`config.mk`:
```
export PLATFORM = sky130hd
export DESIGN_NAME = apb_err_slave
export DESIGN_NICKNAME = d
export VERILOG_FILES = /design/src/rtl/apb_err_pkg.sv /design/src/rtl/apb_err_check.sv /design/src/rtl/apb_err_timer.sv /design/src/rtl/apb_err_verdict.sv /design/src/rtl/apb_err_regs.sv /design/src/rtl/apb_err_slave.sv
export SDC_FILE = /design/constraint.sdc
export NUM_CORES = 1
export LEC_CHECK = 0
export BUFFER_PORTS_ARGS = -buffer_cell sky130_fd_sc_hd__buf_2
export CAP_MARGIN = 10
export CORE_MARGIN = 2
export CORE_UTILIZATION = 45
export DETAILED_ROUTE_END_ITERATION = 8
export PLACE_DENSITY_LB_ADDON = 0.15
export SYNTH_ARGS = -nofsm -noshare
export SYNTH_HDL_FRONTEND = slang
export SYNTH_SLANG_ARGS = --single-unit
```
`constraint.sdc`:
```
create_clock -name clk_i -period 5.95 [get_ports clk_i]
set_clock_uncertainty 0.2 [all_clocks]
set_input_delay 0.595 -clock clk_i [delete_from_list [all_inputs] [get_ports clk_i]]
set_output_delay 0.595 -clock clk_i [all_outputs]
set_load 0.01 [all_outputs]
```
`src/rtl/apb_err_pkg.sv`:
```
package apb_err_pkg;

  typedef enum logic [1:0] {
    KIND_RW = 2'd0,
    KIND_RO = 2'd1,
    KIND_WO = 2'd2
  } acc_kind_e;

  typedef struct packed {
    acc_kind_e kind;
    logic      need_priv;
    logic      need_secure;
  } reg_pol_t;

  // cause bit positions; lower index wins when several apply
  localparam int NUM_CAUSE = 4;
  localparam int C_DEC     = 0;
  localparam int C_PROT    = 1;
  localparam int C_DIR     = 2;
  localparam int C_INT     = 3;

  localparam int CTRL_IDX  = 3;

  function automatic reg_pol_t pol_of(input int unsigned idx);
    reg_pol_t p;
    p.kind        = KIND_RW;
    p.need_priv   = 1'b0;
    p.need_secure = 1'b0;
    case (idx)
      1: p.need_priv = 1'b1;
      2: p.kind      = KIND_RO;
      3: begin
        p.kind        = KIND_WO;
        p.need_secure = 1'b1;
      end
      default: ;
    endcase
    return p;
  endfunction

  function automatic acc_kind_e kind_of(input int unsigned idx);
    reg_pol_t p;
    p = pol_of(idx);
    return p.kind;
  endfunction

endpackage

```
`src/rtl/apb_err_check.sv`:
```
module apb_err_check
  import apb_err_pkg::*;
#(
  parameter int NUM_REGS = 5,
  parameter int IDX_W    = 3
) (
  input  logic                 access_i,
  input  logic                 pwrite_i,
  input  logic [IDX_W-1:0]     idx_i,
  input  logic [1:0]           prot_i,
  input  logic                 fault_i,
  output logic [NUM_REGS-1:0]  hit_o,
  output logic [NUM_CAUSE-1:0] cause_o,
  output logic                 err_o
);

  logic                 dec_e, prot_e, dir_e;
  logic [NUM_CAUSE-1:0] raw;
  reg_pol_t             pol;

  always_comb begin
    hit_o  = '0;
    dec_e  = 1'b1;
    prot_e = 1'b0;
    dir_e  = 1'b0;
    pol    = pol_of(0);
    for (int i = 0; i < NUM_REGS; i++) begin
      if (idx_i == IDX_W'(i)) begin
        hit_o[i] = 1'b1;
        dec_e    = 1'b0;
        pol      = pol_of(unsigned'(i));
        prot_e   = (pol.need_priv & ~prot_i[0]) | (pol.need_secure & prot_i[1]);
        dir_e    = ((pol.kind == KIND_RO) &  pwrite_i) |
                   ((pol.kind == KIND_WO) & ~pwrite_i);
      end
    end
  end

  always_comb begin
    raw          = '0;
    raw[C_DEC]   = dec_e;
    raw[C_PROT]  = prot_e;
    raw[C_DIR]   = dir_e;
    raw[C_INT]   = fault_i;
    raw          = raw & {NUM_CAUSE{access_i}};
  end

  assign err_o   = |raw;
  // isolate lowest set bit
  assign cause_o = raw & (~raw + NUM_CAUSE'(1));

endmodule

```
`src/rtl/apb_err_timer.sv`:
```
module apb_err_timer #(
  parameter int WAIT_W = 2
) (
  input  logic              clk_i,
  input  logic              rst_ni,
  input  logic              access_i,
  input  logic [WAIT_W-1:0] wait_i,
  output logic              complete_o,
  output logic              pready_o
);

  logic [WAIT_W-1:0] cnt_q;
  logic              ready_q;

  assign complete_o = access_i & ~ready_q & (cnt_q >= wait_i);
  assign pready_o   = ready_q;

  always_ff @(posedge clk_i or negedge rst_ni) begin
    if (!rst_ni) begin
      cnt_q   <= '0;
      ready_q <= 1'b0;
    end else begin
      ready_q <= complete_o;
      if (!access_i || ready_q) cnt_q <= '0;
      else if (!complete_o)     cnt_q <= cnt_q + WAIT_W'(1);
    end
  end

endmodule

```
`src/rtl/apb_err_verdict.sv`:
```
module apb_err_verdict
  import apb_err_pkg::*;
(
  input  logic                 clk_i,
  input  logic                 rst_ni,
  input  logic                 complete_i,
  input  logic                 err_i,
  input  logic [NUM_CAUSE-1:0] cause_i,
  input  logic                 wr_raw_i,
  input  logic                 stat_hit_i,
  input  logic [NUM_CAUSE-1:0] clr_mask_i,
  output logic                 commit_o,
  output logic                 pslverr_o,
  output logic [NUM_CAUSE-1:0] status_o
);

  logic                 err_q;
  logic [NUM_CAUSE-1:0] stat_q;

  assign commit_o  = wr_raw_i & ~err_i;
  assign pslverr_o = err_q;
  assign status_o  = stat_q;

  always_ff @(posedge clk_i or negedge rst_ni) begin
    if (!rst_ni) err_q <= 1'b0;
    else         err_q <= complete_i & err_i;
  end

  always_ff @(posedge clk_i or negedge rst_ni) begin
    if (!rst_ni)                   stat_q <= '0;
    else if (complete_i && err_i)  stat_q <= cause_i;
    else if (commit_o && stat_hit_i) stat_q <= stat_q & ~clr_mask_i;
  end

endmodule

```
`src/rtl/apb_err_regs.sv`:
```
module apb_err_regs
  import apb_err_pkg::*;
#(
  parameter int              DATA_W   = 32,
  parameter int              NUM_REGS = 5,
  parameter logic [DATA_W-1:0] ID_VALUE = 32'h5EED_0002
) (
  input  logic                 clk_i,
  input  logic                 rst_ni,
  input  logic [NUM_REGS-1:0]  we_i,
  input  logic [NUM_REGS-1:0]  rd_hit_i,
  input  logic [DATA_W-1:0]    wdata_i,
  input  logic [NUM_CAUSE-1:0] status_i,
  output logic [DATA_W-1:0]    rdata_o,
  output logic [DATA_W-1:0]    ctrl_o
);

  logic [DATA_W-1:0] word [NUM_REGS];

  for (genvar g = 0; g < NUM_REGS; g++) begin : g_reg
    localparam acc_kind_e KIND = kind_of(g);
    if (g == NUM_REGS - 1) begin : g_stat
      logic unused_we;
      assign unused_we = we_i[g];
      assign word[g]   = DATA_W'(status_i);
    end else if (KIND == KIND_RO) begin : g_ro
      logic unused_we;
      assign unused_we = we_i[g];
      assign word[g]   = ID_VALUE;
    end else begin : g_rw
      logic [DATA_W-1:0] q;
      always_ff @(posedge clk_i or negedge rst_ni) begin
        if (!rst_ni)     q <= '0;
        else if (we_i[g]) q <= wdata_i;
      end
      assign word[g] = q;
    end
  end

  always_comb begin
    rdata_o = '0;
    for (int i = 0; i < NUM_REGS; i++)
      if (rd_hit_i[i]) rdata_o = rdata_o | word[i];
  end

  assign ctrl_o = word[CTRL_IDX];

endmodule

```
`src/rtl/apb_err_slave.sv`:
```
module apb_err_slave
  import apb_err_pkg::*;
#(
  parameter int                DATA_W   = 32,
  parameter int                ADDR_W   = 5,
  parameter int                NUM_REGS = 5,
  parameter int                WAIT_W   = 2,
  parameter logic [DATA_W-1:0] ID_VALUE = 32'h5EED_0002
) (
  input  logic              clk_i,
  input  logic              rst_ni,
  input  logic              psel_i,
  input  logic              penable_i,
  input  logic              pwrite_i,
  input  logic [ADDR_W-1:0] paddr_i,
  input  logic [DATA_W-1:0] pwdata_i,
  input  logic [2:0]        pprot_i,
  input  logic              fault_i,
  input  logic [WAIT_W-1:0] wait_cfg_i,
  output logic [DATA_W-1:0] prdata_o,
  output logic              pready_o,
  output logic              pslverr_o,
  output logic [DATA_W-1:0] ctrl_o
);

  localparam int IDX_W    = ADDR_W - 2;
  localparam int STAT_IDX = NUM_REGS - 1;

  logic                 access;
  logic                 complete;
  logic                 err;
  logic                 commit;
  logic [NUM_REGS-1:0]  hit;
  logic [NUM_CAUSE-1:0] cause;
  logic [NUM_CAUSE-1:0] status_q;
  logic [DATA_W-1:0]    rdata;
  logic [DATA_W-1:0]    prdata_q;
  logic                 unused_bits;

  assign access      = psel_i & penable_i;
  assign unused_bits = ^{paddr_i[1:0], pprot_i[2]};

  apb_err_check #(
    .NUM_REGS (NUM_REGS),
    .IDX_W    (IDX_W)
  ) check_i (
    .access_i (access),
    .pwrite_i (pwrite_i),
    .idx_i    (paddr_i[ADDR_W-1:2]),
    .prot_i   (pprot_i[1:0]),
    .fault_i  (fault_i),
    .hit_o    (hit),
    .cause_o  (cause),
    .err_o    (err)
  );

  apb_err_timer #(
    .WAIT_W (WAIT_W)
  ) timer_i (
    .clk_i      (clk_i),
    .rst_ni     (rst_ni),
    .access_i   (access),
    .wait_i     (wait_cfg_i),
    .complete_o (complete),
    .pready_o   (pready_o)
  );

  apb_err_verdict verdict_i (
    .clk_i      (clk_i),
    .rst_ni     (rst_ni),
    .complete_i (complete),
    .err_i      (err),
    .cause_i    (cause),
    .wr_raw_i   (complete & pwrite_i),
    .stat_hit_i (hit[STAT_IDX]),
    .clr_mask_i (pwdata_i[NUM_CAUSE-1:0]),
    .commit_o   (commit),
    .pslverr_o  (pslverr_o),
    .status_o   (status_q)
  );

  apb_err_regs #(
    .DATA_W   (DATA_W),
    .NUM_REGS (NUM_REGS),
    .ID_VALUE (ID_VALUE)
  ) regs_i (
    .clk_i    (clk_i),
    .rst_ni   (rst_ni),
    .we_i     (hit & {NUM_REGS{commit}}),
    .rd_hit_i (hit),
    .wdata_i  (pwdata_i),
    .status_i (status_q),
    .rdata_o  (rdata),
    .ctrl_o   (ctrl_o)
  );

  // read data only on a clean read completion, zero otherwise
  always_ff @(posedge clk_i or negedge rst_ni) begin
    if (!rst_ni)                          prdata_q <= '0;
    else if (complete && !pwrite_i && !err) prdata_q <= rdata;
    else                                  prdata_q <= '0;
  end

  assign prdata_o = prdata_q;

endmodule

```
After elaboration in Yosys (flattened, before gate mapping)
Index checks and enable logic that the tools add are counted.
{"block": "totals", "reg_bits": 136, "inputBits": 48, "out_inout_bits": 66, "wordCells": 89}
{"block": "op_classes", "n_addsub": 2, "magnitude_cmp": 1, "eq_ne": 9, "mux": 31, "n_bitwise": 27, "n_reduce_logical": 11}
{"cell": "32-bit two-way mux", "count": 5}
{"cell": "32-bit OR", "count": 2}
{"cell": "32-bit by 4-bit OR with 32-bit output", "count": 1}
{"cell": "31-bit two-way mux", "count": 1}
{"cell": "1-bit two-way mux", "count": 19}
{"cell": "4-bit bitwise AND", "count": 4}
{"cell": "1-bit bitwise AND", "count": 12}
{"cell": "2-bit two-way mux", "count": 4}
{"cell": "4-bit two-way mux", "count": 2}
{"cell": "4-bit inverter", "count": 2}
{"cell": "3-bit by 2-bit equality test with 1-bit output, second input constant", "count": 2}
{"cell": "4-bit by 1-bit adder with 4-bit output, second input constant", "count": 1}
{"cell": "2-bit by 1-bit equality test with 1-bit output, second input constant", "count": 2}
{"cell": "2-bit equality test, second input constant", "count": 2}
{"cell": "1-bit logical AND", "count": 4}
{"cell": "1-bit inverter", "count": 4}
{"cell": "4-bit OR reduction", "count": 1}
{"cell": "3-bit by 1-bit equality test with 1-bit output, second input constant", "count": 1}
{"cell": "3-bit equality test, second input constant", "count": 1}
{"cell": "1-bit logical NOT", "count": 3}
{"cell": "3-bit logical NOT", "count": 1}
{"cell": "2-bit by 1-bit adder with 2-bit output, second input constant", "count": 1}
{"cell": "2-bit >= comparator", "count": 1}
{"cell": "2-bit by 1-bit inequality test with 1-bit output, second input constant", "count": 1}
{"cell": "3 further kinds", "count": 4}

Depth between registers and ports, before layout
{"block": "logic_depth", "depth_word": 15, "ltp_mapped": 8, "ltp_nobuf": 6}

By module
From an unflattened synthesis, not the netlist that was laid out.
{"block": "hier_totals", "cells_unflattened": 437, "area_unflattened_um2": 6424.9}
{"mod": "apb_err_regs", "n_inst": 1, "cells_per_inst": 293, "area_each_um2": 4518.1, "seq_area_each_um2": 2402.3}
{"mod": "apb_err_slave", "n_inst": 1, "cells_per_inst": 80, "area_each_um2": 1278.7, "seq_area_each_um2": 800.8}
{"mod": "apb_err_verdict", "n_inst": 1, "cells_per_inst": 21, "area_each_um2": 259.0, "seq_area_each_um2": 125.1}
{"mod": "apb_err_timer", "n_inst": 1, "cells_per_inst": 18, "area_each_um2": 188.9, "seq_area_each_um2": 75.1}
{"mod": "apb_err_check", "n_inst": 1, "cells_per_inst": 25, "area_each_um2": 180.2, "seq_area_each_um2": 0.0}

Worst setup path after synthesis
No wires, ideal clock.
{"block": "synth_path", "path_type": "in2reg", "startpoint": "input port wait_cfg_i[0]", "endpoint": "register regs_i.g_reg[1].g_rw.q[10]", "setup_ns": 0.128, "t_arrival_ns": 2.109, "required_ns": 5.622, "slack_ns": 3.513, "path_stages": 6, "path_buffers": 1, "path_cell_list": "ha_1 -> nand2b_1 -> a21oi_2 -> nor4_4 -> buf_4 -> mux2_1"}
{"block": "synth_via", "elab_chain_cells": 5}
{"item": "from (decl)", "line_no": "apb_err_slave.sv:19", "rtl": "input logic [WAIT_W-1:0] wait_cfg_i,"}
{"item": "2-bit >= comparator", "line_no": "apb_err_timer.sv:15", "rtl": "assign complete_o = access_i & ~ready_q & (cnt_q >= wait_i);"}
{"item": "1-bit bitwise AND", "line_no": "apb_err_timer.sv:15"}
{"item": "1-bit bitwise AND", "line_no": "apb_err_slave.sv:74", "rtl": ".wr_raw_i (complete & pwrite_i),"}
{"item": "1-bit bitwise AND", "line_no": "apb_err_verdict.sv:20", "rtl": "assign commit_o = wr_raw_i & ~err_i;"}
{"item": "4-bit bitwise AND", "line_no": "apb_err_slave.sv:89", "rtl": ".we_i (hit & {NUM_REGS{commit}}),"}
{"item": "to (signal assigned)", "line_no": "apb_err_regs.sv:34", "rtl": "else if (we_i[g]) q <= wdata_i;"}
{"item": "to (decl)", "line_no": "apb_err_regs.sv:31", "rtl": "logic [DATA_W-1:0] q;"}
No other way between the ends.
A chain may end at the register's enable or synchronous reset.

Worst setup path after layout
{"block": "layout_path", "startpoint": "register timer_i.cnt_q[0]", "endpoint": "register regs_i.g_reg[3].g_rw.q[28], in the netlist regs_i.ctrl_o[28]"}
{"block": "layout_via", "elab_chain_cells": 5}
{"item": "from (decl)", "line_no": "apb_err_timer.sv:12", "rtl": "logic [WAIT_W-1:0] cnt_q;"}
{"item": "from (signal assigned)", "line_no": "apb_err_timer.sv:25", "rtl": "else if (!complete_o) cnt_q <= cnt_q + WAIT_W'(1);"}
{"item": "2-bit >= comparator", "line_no": "apb_err_timer.sv:15"}
{"item": "1-bit bitwise AND", "line_no": "apb_err_timer.sv:15"}
{"item": "1-bit bitwise AND", "line_no": "apb_err_slave.sv:74"}
{"item": "1-bit bitwise AND", "line_no": "apb_err_verdict.sv:20"}
{"item": "4-bit bitwise AND", "line_no": "apb_err_slave.sv:89"}
{"item": "to (signal assigned)", "line_no": "apb_err_regs.sv:34"}
{"item": "to (decl)", "line_no": "apb_err_regs.sv:31"}
No other way between the ends.

==> metrics.cfg <==
[drt]
routed_wirelength_um = 13100
routed-wl-met2_um = 6450
wirelength_met1_um = 5780
vias_per_cell = 5.32
route.met3.wl_um = 766
drcViolationCount = 0
drt_first_pass_iters = 4
routed_length_per_placed_instance_um = 17.8
vias = 3924
antenna_left = 0
routed.top_layer = met4
first_iter_violations = 202

[floorplanning]
design.die.area_um2 = 14400
chipHeight_um = 120
initial_utilization_pct = 46.1
floorplan.rows = 42
die_w_um = 120
core_area_um2 = 13200
io_pins = 114

[global_routing]
grt_first_pass_wirelength_um = 21400
grt_max_degree = 71
antenna_found_initial = 1
first_global_vias = 4074
globalRoute.totalOverflow = 0
grtUsageTotal_pct = 19.6

[clock_network]
path_clk_slew_ns = 0.06
post_cts_resize_count = 0
clkSinkCount = 136
ctsHtreeMaxLevel = 4
post_cts.repair.setup_buffers = 0
cts_made_buffers = 17
cts-root-to-sink-buffers = 2
clock_tree.root_cell = sky130_fd_sc_hd__clkbuf_16
clk-insertion-delay-late_ns = 0.41
tritoncts_clock_tree = done

[placement]
preCtsSetupSlack_ns = 2.43
buffer_ports.inserted = 110
gpl.final_weighted_congestion = 0.803
place_area_um2 = 6690
hpwlAfterDp_um = 8070

[setup_path]
cp_data_required_time_ns = 6.04
critical_path.max_fanout = 19
critical_path_arrival_ns = 3.34
kind_of_capture_point_of_the_worst_setup_path = register
worstSetupStartpointType = register
critical_path_class = reg -> reg

[logic_synthesis]
synth.top_cell.area_share_pct = 56.0
synth_top_cells_by_area = sky130_fd_sc_hd__dfrtp_1, sky130_fd_sc_hd__mux2_2, sky130_fd_sc_hd__nor3_2, sky130_fd_sc_hd__mux2_1, sky130_fd_sc_hd__mux2i_1
dominantRegCellSynth = sky130_fd_sc_hd__dfrtp_1
top_cell_type_by_total_area_after_synthesis = sky130_fd_sc_hd__dfrtp_1
post-synth-top-count-cell = sky130_fd_sc_hd__dfrtp_1
ys_ff_latch = 136
postSynthCellCount = 441
synth_fp_nets = 491
syn-mean-instance-area_um2 = 13.8
cell_area_after_synthesis_um2 = 6080
ys_async_sr_fraction_pct = 100
synth.lib_cells_used.distinct = 47
top_cell_types_by_occurrence_after_synthesis = sky130_fd_sc_hd__dfrtp_1, sky130_fd_sc_hd__mux2_2, sky130_fd_sc_hd__nor3_2
yosysSeqAreaShare_pct = 56.0
synth-edff-count = 0
number_of_warnings_printed_during_yosys_synthesis = 0

[timing]
fin_ws_ns = 2.70
report.final.hold_viol_count = 0
fin_setup_tns_ns = 0
grt_setup_unrepaired = no
layout_min_cycle_time_ns = 3.25
fmaxAchievable_mhz = 308
slew_of_the_pin_with_the_lowest_slew_margin_ns = 1.12
fin_crit_sh_pct = 54.6
finalMaxSlewViolations = 0
report.final.setup_viol = 0
maxSlewHeadroom_pct = 25.0

[cells_and_area]
multi_input_area_um2 = 2430
final.fill_count = 1161
final_area_um2 = 7230
layout.area.seq_um2 = 3400
drive_gt1_share_pct = 47.8
syn_to_final_growth_pct = 18.9
design.final.nets = 598

[pwr]
power-per-cell-area_nw_per_um2 = 288
ir_drop_v = 0.000190
total_leakage_power_nw = 3.70

[run_status]
outcome = completed

[min_path]
min_path_type = in -> reg

[run]
cap_violations = 0

## final timing paths
check / slack, ns / startpoint / endpoint / cells after the start
worst max-delay path: 2.70 / timer_i.cnt_q[0] / regs_i.ctrl_o[28] / 7
min in group asynchronous: 0.53 / rst_ni / verdict_i.pslverr_o / 2
max in group asynchronous: 3.68 / rst_ni / regs_i.g_reg[1].g_rw.q[0] / 3
worst min register to register: 0.28 / regs_i.ctrl_o[3] / regs_i.ctrl_o[3] / 1
worst max register to register: 2.70 / timer_i.cnt_q[0] / regs_i.ctrl_o[28] / 7
worst min-delay path: 0.22 / pwrite_i / prdata_o[1] / 2
## routing by layer
metal	GRT usage, %	vias to the layer above
li1	-	1802
met1	25.5	2005
met2	31.3	104
met3	5.85	13
met4	7.13	0
met5	0	-
## final cells by class
class                      count  area share [%]
clock buffer                  23            6.61
antenna                        1          0.0346
inverter                       7           0.364
tap                          176            3.05
clock inverter                 9           0.693
timing repair buffer         118            8.57
multi-input combinational    268            33.6
sequential                   136            47.1
## cells in the final DEF, fill, tap and decap left out, types with 4 or more instances in the layout
cell                        netlist  final
sky130_fd_sc_hd__clkinv_2         0      7
sky130_fd_sc_hd__buf_4            9      7
sky130_fd_sc_hd__nand2_1          6      6
sky130_fd_sc_hd__inv_1            7      7
sky130_fd_sc_hd__a21oi_1         21     21
sky130_fd_sc_hd__mux2i_1         22     22
sky130_fd_sc_hd__dfrtp_1        136    136
sky130_fd_sc_hd__nor3_2          30     30
sky130_fd_sc_hd__buf_2            9    109
sky130_fd_sc_hd__clkbuf_16        0     17
sky130_fd_sc_hd__o22ai_1         11     11
sky130_fd_sc_hd__nor2_1          24     24
sky130_fd_sc_hd__mux2_1          25     25
sky130_fd_sc_hd__nand3_1          4      4
sky130_fd_sc_hd__mux2_2          82     82
## through the flow
step	hold slack, ns	total power [mW]	utilization [%]	std cells
after floorplan	0.0994	1.10	-	441
after global placement	0.261	1.17	50.7	704
after detailed placement	0.272	1.17	50.7	704
after CTS	0.194	2.11	54.8	737
after global routing	0.215	2.17	54.8	737
final	0.220	2.08	54.8	738
## sequential cells by signal, indices dropped and copies added (netlist names)
| register | flops |
|---|---|
| timer_i.pready_o | 1 |
| verdict_i.status_o | 4 |
| regs_i.ctrl_o | 32 |
| timer_i.cnt_q | 2 |
| verdict_i.pslverr_o | 1 |
| regs_i.g.g_rw.q | 64 |
| prdata_o | 32 |
## cells by family (layout without fill, tap and decap cells)
group                    Yosys count  in the layout  synth area share, %
AO/OA/AOI/OAI                     52             52                 5.68
XOR/XNOR                           2              2                0.288
adder cells (fa/ha/maj)            2              2                0.412
buffers and inverters             37            157                 4.08
flip-flops                       136            136                 56.0
multiplexers                     129            129                 23.5
other                              0              1                    0
AND/OR/NAND/NOR                   83             83                 10.1
## where the power goes
part,switching [mW],internal [mW]
registers,0.0196,0.962
clock network,0.369,0.559
logic,0.103,0.0701
## worst max-delay path, stage by stage, from the launching register on
cell	delay, ns
sky130_fd_sc_hd__dfrtp_1	0.37
sky130_fd_sc_hd__inv_1	0.07
sky130_fd_sc_hd__ha_1	0.26
sky130_fd_sc_hd__nand2b_1	0.14
sky130_fd_sc_hd__a21oi_2	0.20
sky130_fd_sc_hd__nor4_4	1.01
sky130_fd_sc_hd__buf_4	0.47
sky130_fd_sc_hd__mux2_2	0.38
## what timing repair did
action                                  CTS  global route
endpoints found under the hold margin    60             0
endpoints found under the setup margin    0             0
hold buffers                              1             0
Power figures use the tool's default switching activity.
